### src/rtl/irq_ctx_pkg.sv
// Shared widths and types for the interrupt sequencer.
// Assumes an 8-bit data path; context fields are stored as an indexed array.
package irq_ctx_pkg;
    localparam int unsigned DATA_W  = 8;
    localparam int unsigned N_FIELD = 3;
    localparam int unsigned F_W      = 0;
    localparam int unsigned F_STATUS = 1;
    localparam int unsigned F_FSR    = 2;

    typedef logic [N_FIELD-1:0][DATA_W-1:0] ctx_t;

    typedef enum logic [1:0] {
        EV_NONE   = 2'd0,
        EV_ENTER  = 2'd1,
        EV_RETURN = 2'd2
    } ev_e;
endpackage

### src/rtl/irq_tick_timer.sv
// Free-running counter with a literal load port.
// Counts every clock; a load takes precedence over counting and suppresses
// the wrap indication for that cycle. Assumes synchronous active-low reset.
module irq_tick_timer #(
    parameter int unsigned CNT_W = 8
) (
    input  logic             clk,
    input  logic             rst_n,
    input  logic             load_en,
    input  logic [CNT_W-1:0] load_val,
    output logic [CNT_W-1:0] cnt,
    output logic             wrap
);
    localparam logic [CNT_W-1:0] ONE = CNT_W'(1);

    // Wrap occurs when the all-ones value is about to increment.
    always_comb begin
        wrap = (&cnt) && !load_en;
    end

    // Counter register: load or increment.
    always_ff @(posedge clk) begin
        if (!rst_n) begin
            cnt <= '0;
        end else if (load_en) begin
            cnt <= load_val;
        end else begin
            cnt <= cnt + ONE;
        end
    end
endmodule

### src/rtl/irq_accept_ctl.sv
// Accept/return control: global mask, held external request, event output.
// Assumes ext_req is a pulse; it is held internally until an entry is taken.
// The counter wrap has no hold and is dropped when it cannot be taken.
module irq_accept_ctl
    import irq_ctx_pkg::*;
(
    input  logic clk,
    input  logic rst_n,
    input  logic tmr_wrap,
    input  logic tmr_irq_en,
    input  logic ext_req,
    input  logic ret_stb,
    output logic masked,
    output logic take,
    output logic ret_ok,
    output ev_e  ev_q
);
    logic ext_hold;
    logic any_req;

    // Decide whether an entry or a return happens this cycle.
    always_comb begin
        any_req = (tmr_wrap && tmr_irq_en) || ext_hold || ext_req;
        take    = !masked && any_req;
        ret_ok  = masked && ret_stb;
    end

    // Global mask and held external request.
    always_ff @(posedge clk) begin
        if (!rst_n) begin
            masked   <= 1'b0;
            ext_hold <= 1'b0;
        end else begin
            if (take) begin
                masked <= 1'b1;
            end else if (ret_ok) begin
                masked <= 1'b0;
            end
            ext_hold <= (ext_hold || ext_req) && !take;
        end
    end

    // Registered event for the vector-load stage.
    always_ff @(posedge clk) begin
        if (!rst_n) begin
            ev_q <= EV_NONE;
        end else if (take) begin
            ev_q <= EV_ENTER;
        end else if (ret_ok) begin
            ev_q <= EV_RETURN;
        end else begin
            ev_q <= EV_NONE;
        end
    end
endmodule

### src/rtl/irq_ctx_store.sv
// One-entry interrupt PC stack and shadow context registers.
// Captures on push only; contents stay on the outputs until the next push.
module irq_ctx_store
    import irq_ctx_pkg::*;
#(
    parameter int unsigned PC_W = 11
) (
    input  logic            clk,
    input  logic            rst_n,
    input  logic            push,
    input  logic [PC_W-1:0] pc_in,
    input  ctx_t            ctx_in,
    output logic [PC_W-1:0] pc_saved,
    output ctx_t            ctx_saved
);
    // Saved program counter.
    always_ff @(posedge clk) begin
        if (!rst_n) begin
            pc_saved <= '0;
        end else if (push) begin
            pc_saved <= pc_in;
        end
    end

    // One shadow register per context field.
    for (genvar gi = 0; gi < N_FIELD; gi++) begin : g_shadow
        always_ff @(posedge clk) begin
            if (!rst_n) begin
                ctx_saved[gi] <= '0;
            end else if (push) begin
                ctx_saved[gi] <= ctx_in[gi];
            end
        end
    end
endmodule

### src/rtl/irq_ctx_seq.sv
// Interrupt sequencer top: timer, accept control, context store and the
// registered vector-load stage. Entry and return each produce a one-cycle
// vec_load one clock after the deciding cycle.
module irq_ctx_seq
    import irq_ctx_pkg::*;
#(
    parameter int unsigned PC_W     = 11,
    parameter int unsigned VEC_ADDR = 0
) (
    input  logic              clk,
    input  logic              rst_n,
    input  logic              tmr_irq_en,
    input  logic              ext_req,
    input  logic [PC_W-1:0]   pc_in,
    input  logic [DATA_W-1:0] w_in,
    input  logic [DATA_W-1:0] status_in,
    input  logic [DATA_W-1:0] fsr_in,
    input  logic              ret_stb,
    input  logic              ret_lit,
    input  logic [DATA_W-1:0] lit_val,
    output logic              vec_load,
    output logic              vec_ret,
    output logic [PC_W-1:0]   vec_addr,
    output logic [DATA_W-1:0] w_out,
    output logic [DATA_W-1:0] status_out,
    output logic [DATA_W-1:0] fsr_out,
    output logic [DATA_W-1:0] tmr_value,
    output logic              irq_masked
);
    localparam logic [PC_W-1:0] VEC_PC = PC_W'(VEC_ADDR);

    logic            tmr_wrap;
    logic            take;
    logic            ret_ok;
    logic            lit_load;
    ev_e             ev_q;
    ctx_t            ctx_live;
    ctx_t            ctx_saved;
    logic [PC_W-1:0] pc_saved;

    // Gather the live context into the field array.
    always_comb begin
        ctx_live           = '0;
        ctx_live[F_W]      = w_in;
        ctx_live[F_STATUS] = status_in;
        ctx_live[F_FSR]    = fsr_in;
        lit_load           = ret_ok && ret_lit;
    end

    irq_tick_timer #(.CNT_W(DATA_W)) timer_i (
        .clk      (clk),
        .rst_n    (rst_n),
        .load_en  (lit_load),
        .load_val (lit_val),
        .cnt      (tmr_value),
        .wrap     (tmr_wrap)
    );

    irq_accept_ctl ctl_i (
        .clk        (clk),
        .rst_n      (rst_n),
        .tmr_wrap   (tmr_wrap),
        .tmr_irq_en (tmr_irq_en),
        .ext_req    (ext_req),
        .ret_stb    (ret_stb),
        .masked     (irq_masked),
        .take       (take),
        .ret_ok     (ret_ok),
        .ev_q       (ev_q)
    );

    irq_ctx_store #(.PC_W(PC_W)) store_i (
        .clk       (clk),
        .rst_n     (rst_n),
        .push      (take),
        .pc_in     (pc_in),
        .ctx_in    (ctx_live),
        .pc_saved  (pc_saved),
        .ctx_saved (ctx_saved)
    );

    // Vector address register: vector on entry, saved PC on return.
    always_ff @(posedge clk) begin
        if (!rst_n) begin
            vec_addr <= '0;
        end else if (take) begin
            vec_addr <= VEC_PC;
        end else if (ret_ok) begin
            vec_addr <= pc_saved;
        end
    end

    // Decode the registered event into the load strobes.
    always_comb begin
        vec_load   = (ev_q != EV_NONE);
        vec_ret    = (ev_q == EV_RETURN);
        w_out      = ctx_saved[F_W];
        status_out = ctx_saved[F_STATUS];
        fsr_out    = ctx_saved[F_FSR];
    end
endmodule

### config.mk
export PLATFORM = sky130hd
export DESIGN_NAME = irq_ctx_seq
export DESIGN_NICKNAME = d
export VERILOG_FILES = /design/src/rtl/irq_ctx_pkg.sv /design/src/rtl/irq_tick_timer.sv /design/src/rtl/irq_accept_ctl.sv /design/src/rtl/irq_ctx_store.sv /design/src/rtl/irq_ctx_seq.sv
export SDC_FILE = /design/constraint.sdc
export NUM_CORES = 1
export LEC_CHECK = 0
export BUFFER_PORTS_ARGS = -buffer_cell sky130_fd_sc_hd__buf_2
export CORE_MARGIN = 2
export CORE_UTILIZATION = 51
export DETAILED_ROUTE_END_ITERATION = 7
export PLACE_DENSITY = 0.84
export SYNTH_ARGS = -nofsm -noshare
export SYNTH_HDL_FRONTEND = slang
export SYNTH_HIERARCHICAL = 1
export SYNTH_SLANG_ARGS = --single-unit
### constraint.sdc
create_clock -name clk -period 5.42 [get_ports clk]
set_clock_uncertainty 0.2 [all_clocks]
set_input_delay 1.084 -clock clk [delete_from_list [all_inputs] [get_ports clk]]
set_output_delay 1.084 -clock clk [all_outputs]
set_load 0.05 [all_outputs]
**After elaboration in Yosys (flattened, before gate mapping)**

Index checks and enable logic that the tools add are counted.
Widths: inputs -> output; s select.

- Flip-flop bits (word level): 58
- Input bits: 49
- Word-level logic and storage cells: 34

- Add/sub/neg operators: 1
- Eq/ne operators: 1
- Multiplexer cells: 5
- Bitwise gates (word level): 1
- Reduce and logical (&&, ||, !) cells: 16

Operators by type and width:

| kind | number |
|---|---|
| $add 8x1->8 const B | 1 |
| $mux 8 | 1 |
| $reduce_and 8->1 | 1 |
| $logic_and 1x1->1 | 6 |
| $reduce_bool 2->1 | 2 |
| $logic_not 1->1 | 3 |
| $logic_or 1x1->1 | 3 |
| $mux 1 | 3 |
| $eq 2x2->1 const B | 1 |
| $mux 2 | 1 |
| $reduce_or 2->1 | 1 |
| $not 1->1 | 1 |

**Depth between registers and ports, before layout**

Gate-level depths: netlist of run 1.

- Word-level depth: 10
- Mapped depth: 12

**Hierarchy**

Netlist of run 1, hierarchy kept.

By module, submodules not included:

| module | times used | cells an instance | area each (um^2) | seq. area each (um^2) |
|---|---|---|---|---|
| irq_ctx_store | 1 | 112 | 1352.5 | 700.7 |
| irq_ctx_seq | 1 | 39 | 414.1 | 220.2 |
| irq_tick_timer | 1 | 47 | 402.9 | 160.2 |
| irq_accept_ctl | 1 | 14 | 145.1 | 80.1 |

**Worst setup path before layout of run 1**

Ideal clock, no wire load.

- Path kind: input-to-reg
- Start: in ret_stb
- End: reg store_i/ctx_saved[0] (netlist bit)
- Library setup time: 117 ps
- Arrival: 2921 ps
- Required time: 5103 ps
- Setup slack: 2182 ps
- Stages on the path: 12
- Buffers on the path: 4
- Cells stage by stage: and2_4 buf_6 and2_2 buf_2 nand2b_1 nor4_1 a211oi_2 nor2_1 buf_6 buf_12 mux2i_1 nor2b_1

- Cells in the longest elaborated chain, start to end: 8

Ends and longest elaborated chain:

| what | line | source |
|---|---|---|
| start, declared | irq_ctx_seq.sv:18 | `input logic ret_stb,` |
| $logic_and 1x1->1 | irq_accept_ctl.sv:25 | `ret_ok = masked && ret_stb;` |
| $logic_and 1x1->1 | irq_ctx_seq.sv:47 | `lit_load = ret_ok && ret_lit;` |
| via lit_load | irq_ctx_seq.sv:35 | `logic lit_load;` |
| $logic_not 1->1 | irq_tick_timer.sv:18 | `wrap = (&cnt) && !load_en;` |
| $logic_and 1x1->1 | irq_tick_timer.sv:18 |  |
| via tmr_wrap | irq_ctx_seq.sv:32 | `logic tmr_wrap;` |
| $logic_and 1x1->1 | irq_accept_ctl.sv:23 | `any_req = (tmr_wrap && tmr_irq_en) \|\| ext_hold \|\| ext_req;` |
| $logic_or 1x1->1 (2 in series) | irq_accept_ctl.sv:23 |  |
| $logic_and 1x1->1 | irq_accept_ctl.sv:24 | `take = !masked && any_req;` |
| via take | irq_ctx_seq.sv:33 | `logic take;` |
| end signal, assigned by index | irq_ctx_store.sv:31 | `ctx_saved[gi] <= ctx_in[gi];` |
| end, declared | irq_ctx_store.sv:14 | `output ctx_t ctx_saved` |

The timed path passes the listed nets, and every way through them passes these cells.
A chain may end at the register's enable or synchronous reset.

**Worst setup path after layout of run 1**

- Start: in ret_stb
- End: reg store_i/ctx_saved[22] (netlist bit)

- Cells in the longest elaborated chain, start to end: 8

Ends and longest elaborated chain:

| what | line | source |
|---|---|---|
| $logic_and 1x1->1 | irq_accept_ctl.sv:25 |  |
| via ret_ok | irq_ctx_seq.sv:34 | `logic ret_ok;` |
| $logic_and 1x1->1 | irq_ctx_seq.sv:47 |  |
| via lit_load | irq_ctx_seq.sv:35 |  |
| $logic_not 1->1 | irq_tick_timer.sv:18 |  |
| $logic_and 1x1->1 | irq_tick_timer.sv:18 |  |
| via tmr_wrap | irq_ctx_seq.sv:32 |  |
| $logic_and 1x1->1 | irq_accept_ctl.sv:23 |  |
| $logic_or 1x1->1 (2 in series) | irq_accept_ctl.sv:23 |  |
| $logic_and 1x1->1 | irq_accept_ctl.sv:24 |  |
| via take | irq_ctx_seq.sv:33 |  |

The timed path passes the listed nets, and every way through them passes these cells.

==> results of run 1 <==
## routing by layer
metal | GRT usage, % | up-vias | share of wire [%]
met5 | 0 | - | 0
met4 | 7.757 | 0 | 2.3
met3 | 7.454 | 11 | 8.0
met2 | 30.35 | 78 | 48
met1 | 21.13 | 819 | 41
li1 | - | 903 | -
## sequential cells by signal (all words and copies together) (netlist names)
| signal | count |
|---|---|
| ctl_i/ext_hold | 1 |
| ctl_i/ev_q | 2 |
| store_i/ctx_saved | 24 |
| ctl_i/masked | 1 |
| store_i/pc_saved | 11 |
| vec_addr | 11 |
| timer_i/cnt | 8 |
## logic make-up (layout without fill, tap and decap cells)
group                      count (synthesis)  in the layout  share of synthesized area, %
adders and majority gates                  1              1                        0.5405
DFF                                       58             58                         50.16
AOI/OAI and AO/OA                         15             15                         4.162
and+or+nand+nor                           72             72                         17.95
buffers and inverters                     15            114                         5.297
xor gates and xnor gates                   3              3                         1.135
muxes                                     48             48                         20.76
## final cells by class
class	instances	area [um^2]
clock buffer	10	137.6
multi-input combinational	139	1039
timing repair buffer	95	478.0
sequential	58	1161
tap	52	65.06
fill	359	1435
inverter	5	18.77
clock inverter	4	20.02
## power by group through the flow
stage	Combinational (W)	Clock, W	Sequential [W]
3_5_place_dp	0.000184	0	0.000477
4_1_cts	0.000185	0.000338	0.000468
6_report	0.000183	0.000326	0.000468
5_1_grt	0.000195	0.000355	0.000471
3_3_place_gp	0.000181	0	0.000476
2_1_floorplan	0.0000824	0	0.000538
## placed cells by master, fill, tap and decap left out
master	Yosys	final
a211oi_2	2	2
a21oi_1	2	2
a31oi_1	2	2
and2_1	2	2
and2_2	1	1
and2_4	1	1
and3_1	1	1
buf_2	2	94
buf_4	0	1
clkbuf_8	0	10
clkinv_2	0	4
dfxtp_1	58	58
ha_1	1	1
inv_1	5	5
mux2i_1	48	48
nand2_1	3	3
nand2b_1	2	2
nand3_1	3	3
nand4_2	1	1
nor2_1	13	12
nor2_4	0	1
nor2b_1	37	37
nor3_1	2	2
nor3b_1	1	1
nor4_1	2	2
o21ai_0	8	8
o31a_1	1	1
or2_2	1	1
or3_1	2	2
xnor2_1	1	1
xor2_1	2	2
## worst paths after layout
| path | to | cells past startpoint | slack, ns |
|---|---|---|---|
| worst max-delay path | store_i/ctx_saved[22] | 10 | 1.95 |
| worst min-delay path | vec_addr[10] | 2 | 0.29 |
| worst max register to register | store_i/ctx_saved[22] | 9 | 2.42 |
| worst min register to register | vec_addr[10] | 2 | 0.29 |
## stage by stage
| stage | total power [W] | area [um^2] | setup slack (ns) |
|---|---|---|---|
| global placement | 0.0006573 | 2761 | 1.711 |
| CTS | 0.0009902 | 2919 | 1.936 |
| detailed placement | 0.0006611 | 2761 | 1.649 |
| floorplan | 0.0006202 | 2315 | 2.182 |
| finish | 0.0009765 | 2919 | 1.949 |
| global route | 0.001021 | 2919 | 1.774 |
## worst max-delay path, stage by stage
cell      delay [ns]
buf_2           0.10
and2_4          0.22
and2_2          0.25
nand2b_1        0.19
nor4_1          0.27
a211oi_2        0.19
nor2_4          0.39
buf_4           0.45
mux2i_1         0.23
nor2b_1         0.07
==> metrics list, run 1 <==
- In the post-synthesis netlist, the cell with the most instances is dfxtp_1.
- The path class of the tightest hold or removal check is reg -> reg.
- Total track usage: between 10% and 20%
- The cell sitting at the root of the clock tree is a clkbuf_8.
* Unrepaired setup endpoints after global routing: no
- Number of nets in the synthesized netlist: about 260
- Synthesis instantiated 30 different standard cells from the library.
- Clock latency on the worst-skew pair: 0.32 ns
* Transition at the pin with the smallest max-transition slack: 0.6000 ns
* Core utilization of the finished layout: 67.04%
* Worst Min Path Start: vec_addr[10]
- The critical path starts at ret_stb.
* Number of antenna violations at the first check in global routing: 0
- Sort of element at the end of the critical path: flip-flop
* Clock-pin slew on the worst setup and hold paths: 0.06 ns
- Proportion of register bits with asynchronous set or reset after synthesis: 0%
* Vias in the first global route: ~1700
- Summing every instance area after synthesis gives 2315 um^2.
- Part of the total power dissipated in sequential elements: 47.9%
- Cell area power density: 334.5 nW/um^2
* Predominant post-synthesis flop cell: dfxtp_1
* Via count of the routed design: 1811
- Post-synth top area share: roughly 50%
- Overflow left after global routing: 0
- Static timing analysis puts the maximum clock frequency at 0.2881 GHz.
- In this run the mean area of a mapped cell was about 11 um^2.
* Flip-flop and latch count after synthesis: 58
- Post-Syn Instances: around 210
- The final critical path takes up 64.05% of the cycle.
- From synthesis to final layout, the design area changed by 26.11%.
* Top post-synthesis cells by count: dfxtp_1 (58), mux2i_1 (48), nor2b_1 (37)
- Max-cap violations in this run came to 0.
* Cell type contributing the most total cell area after synthesis: dfxtp_1
* Global-route wire length before repair: 7320 um
- The max-slew violation total from the final report came to 0.
- Once the clock tree was built, the resizer swapped 0 gates to a different size.
- Crit Reg-Reg Startpoint: ctl_i/masked
- The count of cells in the finished layout, fillers not included, comes to ~360.
- Clock tree from TritonCTS: done
- Total setup buffers inserted after CTS: 0
* Fin Setup TNS: 0 ns
- Vertical die dimension: 71.37 um
- 95 I/O pins were placed.
- For this block, the routed nets add up to 4665 um of wire.
- Initial core utilization: a little over half
- In this run, the clock network consumes 33.4% of the power.
- The synthesized design contains 0 enable-type register cells.
- P_leak: 1.367 nW
- Of the total power, the share spent switching nets is 29.85%.
* Leading post-synthesis cells by cell area: dfxtp_1 (50%), mux2i_1 (21%), nor2b_1 (10%)
* Detailed-route vias per instance: 4.989
* Outcome: completed
- The count of buffers added on input and output ports is 94.
* Fraction of layout cells with a size suffix above 1: 37.30%
* Critical Setup Path Class: in -> reg
* Net count reported at finish: approximately 360
- Htree depth: 3
- In the final routed layout, each cell accounts on average for 12.85 um.
- Die X: 71.37 um
- Pin count of the biggest net entering global routing: 47
- Core Region: about 4400 um^2
- Post-layout min period: 3.471 ns
- Of all nets on the critical path, the largest fanout is 24.
- After the first detailed-routing iteration, the DRC count stood at 62.
* Worst Path Required: 5.44 ns
* Count of nets left with antenna violations after detail routing: 0
- ANT cells: 0
* Number of buffers created by CTS: 9
- Cts-stage hold buffer count: 0
* Post-detailed-route DRC marker count: 0
- Setup Viol. Count Final: 0
- The first TritonRoute pass finished after 4 iterations.
- Endpoints failing hold: 0
- STA classifies the critical path startpoint as an input pin.
- The clock net in this run drives a total of 58 sinks.
- Power share of the combinational group: 18.7%
* WHS: between 0.2 and 0.3 ns
* Worst vdd ir: 0.0002140 V
- Internal power comes to 0.0006850 W.
* Post-DP HPWL: ~3400 um
- Slew headroom: 60.00%
* Gpl congestion: 0.8754
- After detailed placement, the design holds a cell count of 349.
- Standard-cell row count: 24
* Synth warnings: 6
* Maximum root-to-sink buffer count: 2
- STA puts the critical path data arrival time at 3.49 ns.
* Die area: about 5000 um^2
* Register area share after synthesis: 50.16%
- Switching pwr: ~0.00029 W
Power figures use the tool's default switching activity.
==> run 2: changes to the inputs <==
--- a/config.mk
+++ b/config.mk
@@ -7,9 +7,9 @@
 export LEC_CHECK = 0
 export BUFFER_PORTS_ARGS = -buffer_cell sky130_fd_sc_hd__buf_2
 export CORE_MARGIN = 2
-export CORE_UTILIZATION = 51
+export CORE_UTILIZATION = 47
 export DETAILED_ROUTE_END_ITERATION = 7
-export PLACE_DENSITY = 0.84
+export PLACE_DENSITY = 0.78
 export SYNTH_ARGS = -nofsm -noshare
 export SYNTH_HDL_FRONTEND = slang
 export SYNTH_HIERARCHICAL = 1
==> constraint.sdc (replaced) <==
create_clock -name clk -period 3.5 [get_ports clk]
set_clock_uncertainty 0.2 [all_clocks]
set_input_delay 0.7 -clock clk [delete_from_list [all_inputs] [get_ports clk]]
set_output_delay 0.7 -clock clk [all_outputs]
set_load 0.05 [all_outputs]
==> metrics list, run 2 (synthesized netlist as in run 1, its figures left out) <==
- Outcome: completed
* Unrepaired setup endpoints after global routing: no
- Total track usage: 17.26%
* Maximum fanout along the worst path: 19
- Fin crit share: about three quarters
- Once the clock tree was built, the resizer swapped 0 gates to a different size.
* Post-placement cell count: 365
* Final cell count without fillers: 380
- Worst setup SP type: input pin
* Worst Path Required: between 3 and 4 ns
- Detailed-routing iteration count for the pre-antenna-repair pass: 4
- Via count of the routed design: 1759
- Sort of element at the end of the critical path: flip-flop
* Area overhead of the layout relative to synthesis: 27.78%
* Post-detailed-route DRC marker count: 0
* Net count reported at finish: 359
* Most flops, register: store_i/ctx_saved
- The worst pin sits at a relative slew slack of 58.23%.
* Portion of total power attributed to the clock network: about a third
- Pin count of the biggest net entering global routing: 47
* Most common library cell in the layout ignoring fill and taps: buf_2
* Count of nets left with antenna violations after detail routing: 0
- Setup violations remaining at the end of the flow were counted as 0.
- Count of port buffers added during placement: 94
- The die covers between 5000 and 6000 um^2.
- CTS placed an instance of clkbuf_8 at the clock tree root.
- The clock period could shrink to 2.619 ns.
- STA puts the critical path data arrival time at 2.63 ns.
* Max-cap violation count: 0
- Clock tree from TritonCTS: done
* Overall power: 0.001528 W
- The register with the most flip-flops in the layout has 24 of them.
* Endpoints failing hold: 0
* Clock tree sinks: 58
* Core utilization of the finished layout: 62.62%
- From bottom edge to top edge, the die measures 74.18 um.
- Final wirelength: roughly 4500 um
* Dominant delay contributor by cell family on the critical path: simple AND/OR/NAND/NOR gates
* Overflow left after global routing: 0
* Worst vdd ir: 0.0002507 V
- After the first detailed-routing iteration, the DRC count stood at 70.
* Critical Setup Path Class: in -> reg
- The initial utilization of the core area, before any placement, comes to 49.01%.
* Max-slew violation total from the final report: 0
- Post-DP HPWL: 3187 um
- Cell area power density: 516.7 nW/um^2
* Transition at the pin with the smallest max-transition slack: 0.6265 ns
- After clock tree synthesis, the clock-pin slew on the worst setup and hold paths is 0.06 ns.
* Gpl congestion: slightly below 0.8
- For the worst-skew pair, the clock arrives at the later sink with an insertion delay of 0.32 ns.
* Total setup buffers inserted after CTS: 0
* I/O Pins: 95
- The number of hold buffers added after CTS was 0.
- The longest clock path from root to sink contains 2 buffers.
* Power share of the combinational group: 18.5%
* Master of the slowest instance on the critical path: buf_4
- Switching pwr: 0.0004410 W
- Summed over all cells, the static leakage comes to approximately 1.4 nW.
- The via count of the first global-routing pass came to 1574.
* Switching fraction of total power: 28.86%
- Using the TritonRoute via totals, the vias-per-cell ratio works out to ~4.6.
- Fin Setup TNS: 0 ns
* List of cells traversed by the critical path: buf_2 > and2_4 > and2_2 > nand2b_1 > nor4_1 > a211oi_2 > nor2_4 > buf_4 > mux2i_1 > nor2b_1
* Number of antenna violations at the first check in global routing: 0
- Commonest cells after routing, fill and taps aside: buf_2 (94), dfxtp_1 (58), mux2i_1 (48)
* Core Region: between 4000 and 5000 um^2
- Cell Int Power: 0.001087 W
- In the final layout, the share of cells above drive strength 1 is 37.38%.
- ANT cells: 0
- The critical path contains buffers and inverters numbering 2 combined.
- The share of total power dissipated in sequential elements is 47.4%.
* Die X: 74.18 um
- Max frequency: 0.3818 GHz
- The largest registers in the layout are store_i/ctx_saved (24), store_i/pc_saved (11), vec_addr (11).
- Standard-cell row count: 25
- Global-route wire length before repair: 7113 um
- CP peak stage delay: ~0.32 ns
* WHS: 0.2919 ns
- Avg WL per Cell: 11.79 um
* Type of the tightest min-delay check: reg -> reg
- Clock tree synthesis inserted a total of 9 buffers.
- Htree depth: 3
-- run 2: cell types whose count changed in the layout (fill, tap and decap cells not counted) --
cell,delta
buf_4,+1
clkbuf_1,+1
clkbuf_8,+1
clkinv_2,-1
-- run 2: worst paths after layout --
kind                startpoint                    end  slack (ns)  cells after the start
hold reg to reg    vec_addr[9]            vec_addr[9]        0.29                      2
setup / recovery       ret_stb  store_i/ctx_saved[16]        0.88                     10
hold / removal     vec_addr[9]            vec_addr[9]        0.29                      2
setup reg to reg  ctl_i/masked  store_i/ctx_saved[16]        0.94                      9
-- run 2: stage by stage --
stage | area [um^2] | setup WS, ns
2_1_floorplan | 2315 | 0.6462
3_3_place_gp | 2788 | 0.5883
3_5_place_dp | 2788 | 0.5485
4_1_cts | 2958 | 0.8856
5_1_grt | 2958 | 0.7237
6_report | 2958 | 0.8809
-- run 2: per-layer routing --
layer | up-vias | wire, um | global-route usage [%]
met4 | 0 | 74 | 10.30
met2 | 75 | 1951 | 26.29
met1 | 767 | 2105 | 22.34
met5 | - | 0 | 0
met3 | 8 | 351 | 3.930
li1 | 909 | - | -
-- run 2: power groups by stage --
stage                     Combinational, W  Clock [W]  Sequential [W]
after global placement            0.000283          0        0.000738
after global routing              0.000305   0.000562        0.000729
after floorplan                   0.000128          0        0.000833
final                             0.000283   0.000520        0.000725
after CTS                         0.000287   0.000541        0.000725
after detailed placement          0.000286          0        0.000739
-- run 2: area by class of cell --
cell class	instances	area, um^2
clock buffers	12	155.1
inverters	5	18.77
flip-flops and latches	58	1161
clock inverters	3	15.01
fillers	404	1765
multi-input cells	139	1039
well taps	67	83.83
repair buffers	96	485.5
-- run 2: worst reg2reg max path, stage by stage (launching register included) --
cell and delay [ns]:
dfxtp_1 0.44, and2_4 0.32, and2_2 0.27, nand2b_1 0.18, nor4_1 0.07, a211oi_2 0.39, nor2_4 0.06, buf_4 0.24
mux2i_1 0.22, nor2b_1 0.06
==> run 3: changes to the inputs <==
--- a/config.mk
+++ b/config.mk
@@ -7,9 +7,9 @@
 export LEC_CHECK = 0
 export BUFFER_PORTS_ARGS = -buffer_cell sky130_fd_sc_hd__buf_2
 export CORE_MARGIN = 2
-export CORE_UTILIZATION = 47
+export CORE_UTILIZATION = 43
 export DETAILED_ROUTE_END_ITERATION = 7
-export PLACE_DENSITY = 0.78
+export PLACE_DENSITY = 0.75
 export SYNTH_ARGS = -nofsm -noshare
 export SYNTH_HDL_FRONTEND = slang
 export SYNTH_HIERARCHICAL = 1
==> constraint.sdc (replaced) <==
create_clock -name clk -period 2.4 [get_ports clk]
set_clock_uncertainty 0.2 [all_clocks]
set_input_delay 0.48 -clock clk [delete_from_list [all_inputs] [get_ports clk]]
set_output_delay 0.48 -clock clk [all_outputs]
set_load 0.05 [all_outputs]
==> metrics list, run 3 (synthesized netlist as in run 1, its figures left out) <==
- Post-cts resize count: 0
* Crit path setup slack, layout: 0.2785 ns
* Net count reported at finish: about 360
* ANT cells: 0
* Vertical die dimension: slightly below 80 um
- Maximum fanout along the worst path: 20
- The worst path needs 2.122 ns of the cycle, external delays included.
- The routed layout has 1799 vias.
- Max-cap violation count: 0
* Root Driver: clkbuf_8
- Count of port buffers added during placement: 94
* Final wirelength: 4620 um
- STA classifies the critical path startpoint as a flip-flop.
- In the final layout, the share of cells above drive strength 1 is 39.81%.
* P_leak: 1.444 nW
- Entering global routing, the biggest net connects 29 pins.
- The share of total power dissipated in sequential elements is 44.3%.
* Unrepaired setup endpoints after global routing: no
* Type of the tightest min-delay check: in -> reg
- The floorplan step defined a die boundary enclosing 5986 um^2.
- The core region is 5140 um^2.
- Clock tree synthesis found a total of between 50 and 60 sinks.
- Critical Setup Path Class: reg -> reg
- Clock tree from TritonCTS: done
* Maximum root-to-sink buffer count: 2
- The number of failing hold endpoints at the final stage is 0.
- Global-route wire length before repair: 7417 um
- Worst vdd ir: 0.0004579 V
- For this design the top-level I/O count stands at 95.
* Power share of the combinational group: a little under a fifth
- STA classifies the critical path endpoint as a flip-flop.
- Detailed-route vias per instance: 4.625
* Most flops, register: store_i/ctx_saved
- Number of design-rule violations left by the first detailed-router iteration: 33
- The finished cells cover just over 3000 um^2.
* Slew headroom: 79.70%
* Number of antenna violations at the first check in global routing: 0
- Setup Viol. Count Final: 0
- Core utilization of the finished layout: roughly three fifths
- Max frequency: 0.4714 GHz
* Cell Int Power: 0.001712 W
* Htree depth: 3
- Die X: just under 80 um
- On the final layout, the worst hold slack is 0.2151 ns.
- Clock-pin slew on the worst setup and hold paths: 0.06 ns
- Setup total negative slack on the finished layout was measured at 0 ns.
- The run finished with clean final reports.
* Portion of total power attributed to the clock network: 37.5%
* Gpl congestion: 0.7546
- Number of buffers created by CTS: 9
- Standard-cell row count: 26
- After detailed routing, the average wire length per cell comes to ~12 um.
- The area growth from synthesis to layout is 33.24%.
- The max-slew violation total from the final report was 0.
- In this run the post-CTS setup repair buffer count came out at 0.
* Arrival time of the worst setup path: roughly 2.1 ns
- Of the available clock period, the critical path in the final layout requires 88.40%.
- Of the total power, the share spent switching nets is 28.22%.
- Commonest cells after routing, fill and taps aside: buf_2 (94), dfxtp_1 (57), mux2i_1 (48)
- Cell area power density: between 700 and 800 nW/um^2
* Vias in the first global route: 1722
- Post-detailed-route DRC marker count: 0
- Total track usage: 15.68%
* Clock latency on the worst-skew pair: ~0.32 ns
- Leading registers by flop count: store_i/ctx_saved (24), store_i/pc_saved (11), vec_addr (11)
* Transition at the pin with the smallest max-transition slack: 0.3039 ns
- Switching pwr: 0.0006732 W
* Worst Path Required: 2.41 ns
* Detailed-routing iteration count for the pre-antenna-repair pass: 4
- Post-DP HPWL: 3379 um
- Prior to clock tree synthesis, the placed netlist has a worst setup slack of just under 0.1 ns.
- For this run the aggregate overflow at the end of global routing stands at 0.
- The library cell used most frequently in the layout, excluding fill and tap cells, is buf_2.
- Initial core utilization: 45.03%
- Cell area reported after detailed placement: 2882 um^2
- Cts-stage hold buffer count: 0
* Count of nets left with antenna violations after detail routing: 0
* Flip-flop count of the largest register, all copies and words added: 24
run 3: cell types whose count changed in the layout (fill, tap and decap cells not counted), sizes merged:
cell / before / now
buf: 96 / 101
bufinv: 0 / 1
clkbuf: 12 / 11
inv: 5 / 6
run 3: worst max-delay path, stage by stage (launching register included):
cell	delay [ns]
dfxtp_1	0.39
ha_1	0.24
inv_1	0.11
nor4_4	0.28
a211oi_2	0.13
nor2_4	0.16
buf_12	0.21
mux2i_1	0.22
nor2b_1	0.07
run 3: power by group through the flow:
stage	logic [W]	registers, W	clock network, W
floorplan	0.000190	0.00121	0
global placement	0.000433	0.00108	0
detailed placement	0.000439	0.00108	0
CTS	0.000440	0.00106	0.000923
global route	0.000463	0.00106	0.000964
finish	0.000436	0.00106	0.000894
run 3: path summary, 6_finish.rpt:
check / startpoint / to / slack [ns] / cells after the start
worst max-delay path: timer_i/cnt[0] / store_i/pc_saved[2] / 0.28 / 8
worst min-delay path: pc_in[9] / store_i/pc_saved[9] / 0.22 / 3
worst max register to register: timer_i/cnt[0] / store_i/pc_saved[2] / 0.28 / 8
worst min register to register: ctl_i/masked / ctl_i/ev_q[0] / 0.29 / 1
run 3: layer usage:
metal	global-route usage [%]	wire length, um	vias to the layer above
met5	0	0	-
met4	8.571	81	0
met3	4.651	354	9
met2	24.26	2029	73
met1	19.59	2154	799
li1	-	-	918
run 3: stage by stage:
step	cells	power [W]
2_1_floorplan	212	0.001405
3_3_place_gp	373	0.001508
3_5_place_dp	373	0.001515
4_1_cts	389	0.002418
5_1_grt	389	0.002491
6_report	389	0.002385
run 3: area by class of cell:
type	count	area [um^2]
clock buffers	11	151.4
repair buffers	101	548.0
multi-input cells	139	1062
well taps	70	87.58
flip-flops and latches	58	1165
inverters	5	18.77
fillers	449	2056
clock inverters	5	51.30
